==> src/rtl/duo_codec_pkg.sv <==
package duo_codec_pkg;

  localparam int unsigned NIB_W = 4;

  // pair-mode encoding carried on the control wires
  typedef enum logic {
    PAIR_HI_XOR  = 1'b0,   // upper pair XOR, lower pair XNOR
    PAIR_HI_XNOR = 1'b1    // upper pair XNOR, lower pair XOR
  } pair_mode_e;

  // inversion mask applied on top of the plain XOR with the previous word
  function automatic logic [NIB_W-1:0] pair_mask(input logic mode);
    return mode ? 4'b1100 : 4'b0011;
  endfunction

endpackage

==> src/rtl/duo_rst_sync.sv <==
module duo_rst_sync #(
  parameter int unsigned STAGES = 2
) (
  input  logic clk,
  input  logic rst_n,
  output logic rst_sync_n
);

  logic [STAGES-1:0] chain_q;

  always_ff @(posedge clk or negedge rst_n) begin
    if (!rst_n) chain_q <= '0;
    else        chain_q <= {chain_q[STAGES-2:0], 1'b1};
  end

  assign rst_sync_n = chain_q[STAGES-1];

endmodule

==> src/rtl/duo_type_select.sv <==
module duo_type_select
  import duo_codec_pkg::*;
(
  input  logic [NIB_W-1:0] nib_i,
  output pair_mode_e       mode_o
);

  // first priority: middle pair; second priority: bit 0
  always_comb begin
    unique case (nib_i[2:1])
      2'b01:   mode_o = PAIR_HI_XOR;
      2'b10:   mode_o = PAIR_HI_XNOR;
      default: mode_o = nib_i[0] ? PAIR_HI_XOR : PAIR_HI_XNOR;
    endcase
  end

endmodule

==> src/rtl/duo_encoder.sv <==
module duo_encoder
  import duo_codec_pkg::*;
#(
  parameter int unsigned NIBBLES = 2,
  localparam int unsigned W = NIBBLES * NIB_W
) (
  input  logic               clk,
  input  logic               rst_n,
  input  logic               valid_i,
  input  logic [W-1:0]       data_i,
  output logic               valid_o,
  output logic [W-1:0]       word_o,
  output logic [NIBBLES-1:0] ctrl_o
);

  logic               first_q, first_d;
  logic               valid_q, valid_d;
  logic [W-1:0]       word_q, word_d;
  logic [NIBBLES-1:0] ctrl_q, ctrl_d;
  logic [NIBBLES-1:0] sel_bits;
  logic [W-1:0]       coded;

  for (genvar g = 0; g < NIBBLES; g++) begin : g_nib
    pair_mode_e mode_w;

    duo_type_select i_sel (
      .nib_i  (data_i[g*NIB_W +: NIB_W]),
      .mode_o (mode_w)
    );

    assign sel_bits[g] = mode_w;
    assign coded[g*NIB_W +: NIB_W] = data_i[g*NIB_W +: NIB_W]
                                   ^ word_q[g*NIB_W +: NIB_W]
                                   ^ pair_mask(sel_bits[g]);

    AST_ENC_PAIR_CODE: assert property (@(posedge clk) disable iff (!rst_n)
      (valid_i && !first_q) |=>
        ((word_o[g*NIB_W +: NIB_W] ^ $past(word_o[g*NIB_W +: NIB_W])
          ^ $past(data_i[g*NIB_W +: NIB_W])) == (ctrl_o[g] ? 4'b1100 : 4'b0011)));
  end

  // next-state
  always_comb begin
    valid_d = valid_i;
    first_d = first_q;
    word_d  = word_q;
    ctrl_d  = ctrl_q;
    if (valid_i) begin
      first_d = 1'b0;
      if (first_q) begin
        word_d = data_i;
        ctrl_d = '0;
      end else begin
        word_d = coded;
        ctrl_d = sel_bits;
      end
    end
  end

  // registers
  always_ff @(posedge clk or negedge rst_n) begin
    if (!rst_n) begin
      valid_q <= 1'b0;
      first_q <= 1'b1;
      word_q  <= '0;
      ctrl_q  <= '0;
    end else begin
      valid_q <= valid_d;
      if (valid_i) begin
        first_q <= first_d;
        word_q  <= word_d;
        ctrl_q  <= ctrl_d;
      end
    end
  end

  assign valid_o = valid_q;
  assign word_o  = word_q;
  assign ctrl_o  = ctrl_q;

  AST_ENC_VALID_FOLLOWS: assert property (@(posedge clk) disable iff (!rst_n)
    valid_i |=> valid_o);

  AST_ENC_QUIET_HOLD: assert property (@(posedge clk) disable iff (!rst_n)
    !valid_i |=> (!valid_o && $stable(word_o) && $stable(ctrl_o)));

  AST_ENC_FIRST_RAW: assert property (@(posedge clk) disable iff (!rst_n)
    (valid_i && first_q) |=> (word_o == $past(data_i) && ctrl_o == '0));

endmodule

==> src/rtl/duo_decoder.sv <==
module duo_decoder
  import duo_codec_pkg::*;
#(
  parameter int unsigned NIBBLES = 2,
  localparam int unsigned W = NIBBLES * NIB_W
) (
  input  logic               clk,
  input  logic               rst_n,
  input  logic               valid_i,
  input  logic [W-1:0]       word_i,
  input  logic [NIBBLES-1:0] ctrl_i,
  output logic               valid_o,
  output logic [W-1:0]       data_o
);

  logic         first_q, first_d;
  logic         valid_q, valid_d;
  logic [W-1:0] prev_q, prev_d;
  logic [W-1:0] data_q, data_d;
  logic [W-1:0] recovered;

  for (genvar g = 0; g < NIBBLES; g++) begin : g_nib
    assign recovered[g*NIB_W +: NIB_W] = word_i[g*NIB_W +: NIB_W]
                                       ^ prev_q[g*NIB_W +: NIB_W]
                                       ^ pair_mask(ctrl_i[g]);
  end

  // next-state
  always_comb begin
    valid_d = valid_i;
    first_d = first_q;
    prev_d  = prev_q;
    data_d  = data_q;
    if (valid_i) begin
      first_d = 1'b0;
      prev_d  = word_i;
      data_d  = first_q ? word_i : recovered;
    end
  end

  // registers
  always_ff @(posedge clk or negedge rst_n) begin
    if (!rst_n) begin
      valid_q <= 1'b0;
      first_q <= 1'b1;
      prev_q  <= '0;
      data_q  <= '0;
    end else begin
      valid_q <= valid_d;
      if (valid_i) begin
        first_q <= first_d;
        prev_q  <= prev_d;
        data_q  <= data_d;
      end
    end
  end

  assign valid_o = valid_q;
  assign data_o  = data_q;

  AST_DEC_VALID_FOLLOWS: assert property (@(posedge clk) disable iff (!rst_n)
    valid_i |=> valid_o);

  AST_DEC_QUIET_HOLD: assert property (@(posedge clk) disable iff (!rst_n)
    !valid_i |=> (!valid_o && $stable(data_o)));

  AST_DEC_FIRST_RAW: assert property (@(posedge clk) disable iff (!rst_n)
    (valid_i && first_q) |=> (data_o == $past(word_i)));

endmodule

==> src/rtl/duo_bus_codec.sv <==
module duo_bus_codec
  import duo_codec_pkg::*;
#(
  parameter int unsigned NIBBLES     = 2,
  parameter int unsigned SYNC_STAGES = 2,
  localparam int unsigned W = NIBBLES * NIB_W
) (
  input  logic               clk,
  input  logic               rst_n,
  input  logic               enc_valid_i,
  input  logic [W-1:0]       enc_data_i,
  output logic               enc_valid_o,
  output logic [W-1:0]       enc_word_o,
  output logic [NIBBLES-1:0] enc_ctrl_o,
  input  logic               dec_valid_i,
  input  logic [W-1:0]       dec_word_i,
  input  logic [NIBBLES-1:0] dec_ctrl_i,
  output logic               dec_valid_o,
  output logic [W-1:0]       dec_data_o
);

  logic rst_core_n;

  duo_rst_sync #(.STAGES(SYNC_STAGES)) i_rst_sync (
    .clk        (clk),
    .rst_n      (rst_n),
    .rst_sync_n (rst_core_n)
  );

  duo_encoder #(.NIBBLES(NIBBLES)) i_encoder (
    .clk     (clk),
    .rst_n   (rst_core_n),
    .valid_i (enc_valid_i),
    .data_i  (enc_data_i),
    .valid_o (enc_valid_o),
    .word_o  (enc_word_o),
    .ctrl_o  (enc_ctrl_o)
  );

  duo_decoder #(.NIBBLES(NIBBLES)) i_decoder (
    .clk     (clk),
    .rst_n   (rst_core_n),
    .valid_i (dec_valid_i),
    .word_i  (dec_word_i),
    .ctrl_i  (dec_ctrl_i),
    .valid_o (dec_valid_o),
    .data_o  (dec_data_o)
  );

endmodule

==> config.mk <==
export PLATFORM = sky130hd
export DESIGN_NAME = duo_bus_codec
export DESIGN_NICKNAME = d
export VERILOG_FILES = /design/src/rtl/duo_codec_pkg.sv /design/src/rtl/duo_rst_sync.sv /design/src/rtl/duo_type_select.sv /design/src/rtl/duo_encoder.sv /design/src/rtl/duo_decoder.sv /design/src/rtl/duo_bus_codec.sv
export SDC_FILE = /design/constraint.sdc
export NUM_CORES = 1
export LEC_CHECK = 0
export BUFFER_PORTS_ARGS = -buffer_cell sky130_fd_sc_hd__buf_2
export CAP_MARGIN = 20
export CORE_MARGIN = 5
export CORE_UTILIZATION = 45
export CTS_CLUSTER_DIAMETER = 120
export DETAILED_ROUTE_END_ITERATION = 7
export GPL_TIMING_DRIVEN = 0
export MAX_ROUTING_LAYER = met4
export PLACE_DENSITY = 0.67
export SYNTH_ARGS = -nofsm -noshare
export SYNTH_HDL_FRONTEND = slang
export SYNTH_HIERARCHICAL = 1
export SYNTH_SLANG_ARGS = --single-unit
==> constraint.sdc <==
create_clock -name clk -period 1.3 [get_ports clk]
set_input_delay 0.13 -clock clk [delete_from_list [all_inputs] [get_ports clk]]
set_output_delay 0.13 -clock clk [all_outputs]
set_load 0.02 [all_outputs]
Yosys cells after proc, flatten, opt, wreduce, memory -nomap -nowiden
Index checks and enable logic that the tools add are counted.
{ "word_totals": {"word_cells": 32, "output_inout_bits": 20, "ff_bits": 32, "in_bits": 22} }
{ "classes": {"eq_ne": 4, "bitwise_logic": 8, "n_mux": 11} }
{ "ops": {"columns": ["operator", "count"], "rows": [
  ["$xor A4 B4 Y4", 8],
  ["$mux W4", 4],
  ["$mux W8", 2],
  ["$eq A2 B1 Y1 const B", 2],
  ["$eq A2 B2 Y1 const B", 2],
  ["$pmux W1 S2", 2],
  ["$mux W1", 2],
  ["$mux W2", 1]
]} }

Depth between registers and ports, before layout
{ "logic_depth": {"depth_word": 5, "ltp_mapped": 8, "depth_no_buf": 7} }

Cells and area by module
The synthesis kept the hierarchy.
{ "modules_own_cells": {"columns": ["mod", "seq_area_each_um2", "cells_each", "instances", "area_per_inst_um2"], "rows": [
  ["duo_decoder", 451.7, 85, 1, 812.0],
  ["duo_encoder", 301.5, 81, 1, 748.2],
  ["duo_type_select", 0.0, 4, 2, 30.0],
  ["duo_rst_sync", 50.0, 3, 1, 53.8]
]} }

Worst setup path after synthesis
No wires, ideal clock.
{ "synth_path": {"kind": "input port to flip-flop", "from": "in enc_data_i[5]", "to": "reg i_encoder.word_q[6], in the netlist i_encoder/word_o[6]", "setup_time_ns": 0.131, "arrival_ns": 1.320, "n_path_buf": 1, "path_stages": 7, "required_ns": 1.169, "path_slack_ns": -0.152, "path_cell_list": "inv_1 -> ha_1 -> mux2i_1 -> buf_2 -> a21oi_1 -> o32ai_1 -> a31oi_1"} }
{ "synth_between": {"elab_chain_cells": 5, "elab_cells_between_ends": 6, "classes_between": "eq/ne: 2; mux: 3; bitwise: 1"} }
{ "synth_rtl": {"columns": ["item", "line", "rtl"], "rows": [
  ["start, declared", "duo_bus_codec.sv:11", "input logic [W-1:0] enc_data_i,"],
  ["$eq A2 B2 Y1 or $eq A2 B1 Y1 (tied branches)", "duo_type_select.sv:10", "unique case (nib_i[2:1])"],
  ["$pmux W1 S2 *", "duo_type_select.sv:10", null],
  ["net i_encoder.g_nib[1].mode_w", "duo_encoder.sv:24", "pair_mode_e mode_w;"],
  ["$mux W4 *", "duo_codec_pkg.sv:13", "return mode ? 4'b1100 : 4'b0011;"],
  ["$xor A4 B4 Y4 *", "duo_encoder.sv:34", "^ pair_mask(sel_bits[g]);"],
  ["$mux W8 *", "duo_encoder.sv:50", "if (first_q) begin"],
  ["end signal, assigned", "duo_encoder.sv:71", "word_q <= word_d;"],
  ["end, declared", "duo_encoder.sv:18", "logic [W-1:0] word_q, word_d;"]
]} }
The timed path passes the listed nets; every way through them passes the cells marked *.
A chain may end at the register's enable or synchronous reset.

Final worst setup path
{ "layout_path": {"from": "in enc_data_i[6]", "to": "reg i_encoder.word_q[4], in the netlist i_encoder/word_o[4]"} }
The elaborated chain is that of the path after synthesis.

==> impl_metrics.ini <==
[final_layout]
nets = 258
post-route-util_pct = 61.7
diodes = 0
final_cells = 282
layout-drive-gt1-share_pct = 32.1
area_delta_synth_final_pct = 33.9

[pwr]
ir_drop_mv = 0.679
p_per_area_nw_per_um2 = 1290
leakage_nw = 1.01

[worst_setup_path]
crit_path_top_delay_cell = mux2i_4
worst_path_largest_cell_delay_ns = 0.28
critPathTopFamily = buffers and inverters
cp_max_fo = 6
crit_top_cell = buf_4
path_cells = buf_4, ha_4, mux2i_4, buf_4, and3b_1, nor3_1, o22a_1
required_ns = 1.47
worstSetupPathType = input pin to flop
cp.buffers_inverters = 2
critPathCaptureType = flop
critPathLaunchType = input pin
arrival_ns = 1.39

[min_path]
hp-class = input pin to flop

[logic_synthesis]
synthCells = 177
synth-xor-area-share_pct = 4.19
syn_area_um2 = 1670
synth.top_cell.area_share_pct = 44.8
synth_compound_area_share_pct = 20.2
synthesis.nets = 201
synth_seq_area_share_pct = 48.0
synth_common_cells = 30 x dfrtp_1, 19 x o21ai_0, 14 x nand2_1, 13 x inv_1, 12 x a31oi_1
yosysMostFrequentCell = dfrtp_1
syn_area_per_cell_um2 = 9.46
synthAdderAreaFrac_pct = 1.49
synthFlopType = dfrtp_1
ys_ff_latch = 32
synth_edf_count = 0
ys_warn_count = 6
yosys-mux-area-fraction_pct = 4.26
synth_cell_types = 30
yosysTopAreaCell = dfrtp_1
synthArstFlopShare_pct = 100
synthTopCellsByArea = dfrtp_1 45%, o21ai_0 5.7%, a31oi_1 4.5%
synth_top_family_by_area = compound AO/OA/AOI/OAI gates
synthSimpleGateAreaFrac_pct = 16.0

[detailed_routing]
num_vias = 1494
wl_mm = 3.93
vias_per_cell = 5.30
routedWlPerCell_um = 13.9
drc = 0
drt_pass1_iterations = 4
dr.first_iter.drc_count = 58
ant_nets = 0

[global_routing]
grtUsageMet3_pct = 4.69
grt_pass1_wl_mm = 6.69
grt_max_degree = 19
overflow = 0
met1_usage_pct = 18.0
busiest_layer = met2
grt_use_total_pct = 17.3
gr-usage-met2_pct = 30.5
antenna_found_initial = 0
grt_pass1_vias = 1543

[sta]
timing.final.ws_setup_ns = 0.0746
setup_viol = 0
maxSlewHeadroom_pct = 57.3
worstMarginPinSlew_ns = 0.640
min_period_ns = 1.23
fin_tns_setup_ns = 0
fin_crit_sh_pct = 94.3
skew_ns = 0.00363
hold_ws_ns = 0.0342
max_freq_mhz = 816
drv_slew = 0
hold_viol = 0

[placement]
placedCellCount = 267
hpwl_mm = 2.91
routabilityCongestion = 0.855
pre_cts_ws_ns = -0.313
io_buffers = 41

[floorplan]
dieArea_um2 = 5040
num_io_pins = 42
die_x_um = 71.0
die_h_um = 71.0
core_area_um2 = 3630
rows = 22
initial_core_util_pct = 46.1

[clocking]
root_buffer = clkbuf_8
numCtsBuffers = 5
tritoncts = built
cts.clk_slew.worst_paths_ns = 0.06
clock-sinks = 32
cts_buffer_depth = 2
clkLatencyLatePin_ns = 0.27
cts.htree.levels = 2

[run_status]
outcome = completed

[job]
maxCapViolations = 0
[layout by cell type, fill, tap and decap left out, drive strengths merged, types with 2 or more instances in the layout]
cell type / instances
a211o: 3
a21oi: 4
a31o: 2
a31oi: 12
buf: 54
clkbuf: 9
dfrtp: 30
dfstp: 2
dlygate4sd3: 2
ha: 2
inv: 13
mux2i: 6
nand2: 14
nand3: 3
nor2: 11
nor2b: 11
o211ai: 3
o21a: 4
o21ai: 19
o32ai: 4
or3: 8
or3b: 3
xnor2: 4
xor2: 4
[sequential cells by signal (all words and copies together) (netlist names)]
signal              cells
i_decoder/data_o        8
i_encoder/valid_o       1
i_encoder/ctrl_o        2
i_decoder/first_q       1
i_encoder/word_o        8
i_rst_sync/chain_q      2
i_encoder/first_q       1
i_decoder/prev_q        8
i_decoder/valid_o       1
[cell families after synthesis]
| group | after synthesis |
|---|---|
| AO/OA/AOI/OAI | 53 |
| AND/OR/NAND/NOR | 52 |
| flip-flops | 32 |
| buffers and inverters | 22 |
| XOR/XNOR | 8 |
| multiplexers | 7 |
| adder cells (fa/ha/maj) | 2 |
| other | 1 |
[routing by layer]
metal / wire, um / part of all wire (%)
met5: 0 / 0
met4: 40 / 1.0
met3: 213 / 5.4
met2: 2080 / 53
met1: 1590 / 41
[metrics by stage]
| step | cell area (um^2) | power (mW) |
|---|---|---|
| CTS | 2160 | 2.90 |
| detailed placement | 2040 | 2.16 |
| finish | 2240 | 2.89 |
| floorplan | 1750 | 1.86 |
| global route | 2240 | 3.07 |
| global placement | 2010 | 2.10 |
[worst paths after layout]
kind | start | endpoint | slack (ns) | cells after the start
min in group asynchronous | rst_n | i_rst_sync/chain_q[0] | 0.19 | 2
max in group asynchronous | i_rst_sync/chain_q[1] | i_decoder/first_q | 0.45 | 1
min reg2reg | i_rst_sync/chain_q[1] | i_encoder/word_o[0] | 0.26 | 0
max | enc_data_i[6] | i_encoder/word_o[4] | 0.07 | 7
min | dec_valid_i | i_decoder/valid_o | 0.03 | 1
max reg2reg | i_encoder/first_q | i_encoder/word_o[2] | 0.09 | 4
[area by class of cell]
type / count / area, um^2
fill: 350 / 1390
multi-input combinational: 123 / 847
sequential: 32 / 803
timing repair buffer: 51 / 334
clock buffer: 6 / 72.6
buffer: 8 / 61.3
tap: 48 / 60.1
inverter: 13 / 58.8
clock inverter: 1 / 5.00
[report_power, final]
part	total, mW	switching (mW)	internal, mW
clock	0.691	0.328	0.363
combinational	0.893	0.490	0.404
sequential	1.30	0.151	1.15
total	2.89	0.968	1.92
[repair_timing]
item / 4_1_cts / 5_1_grt
hold endpoints to repair: 3 / 0
cloned: 0 / 2
setup endpoints to repair: 7 / 8
buffers inserted: 3 / 2
pin swaps: 0 / 5
resized for setup: 1 / 18
hold buffers: 2 / 0
No activity file was read; power rests on OpenSTA's default activity.
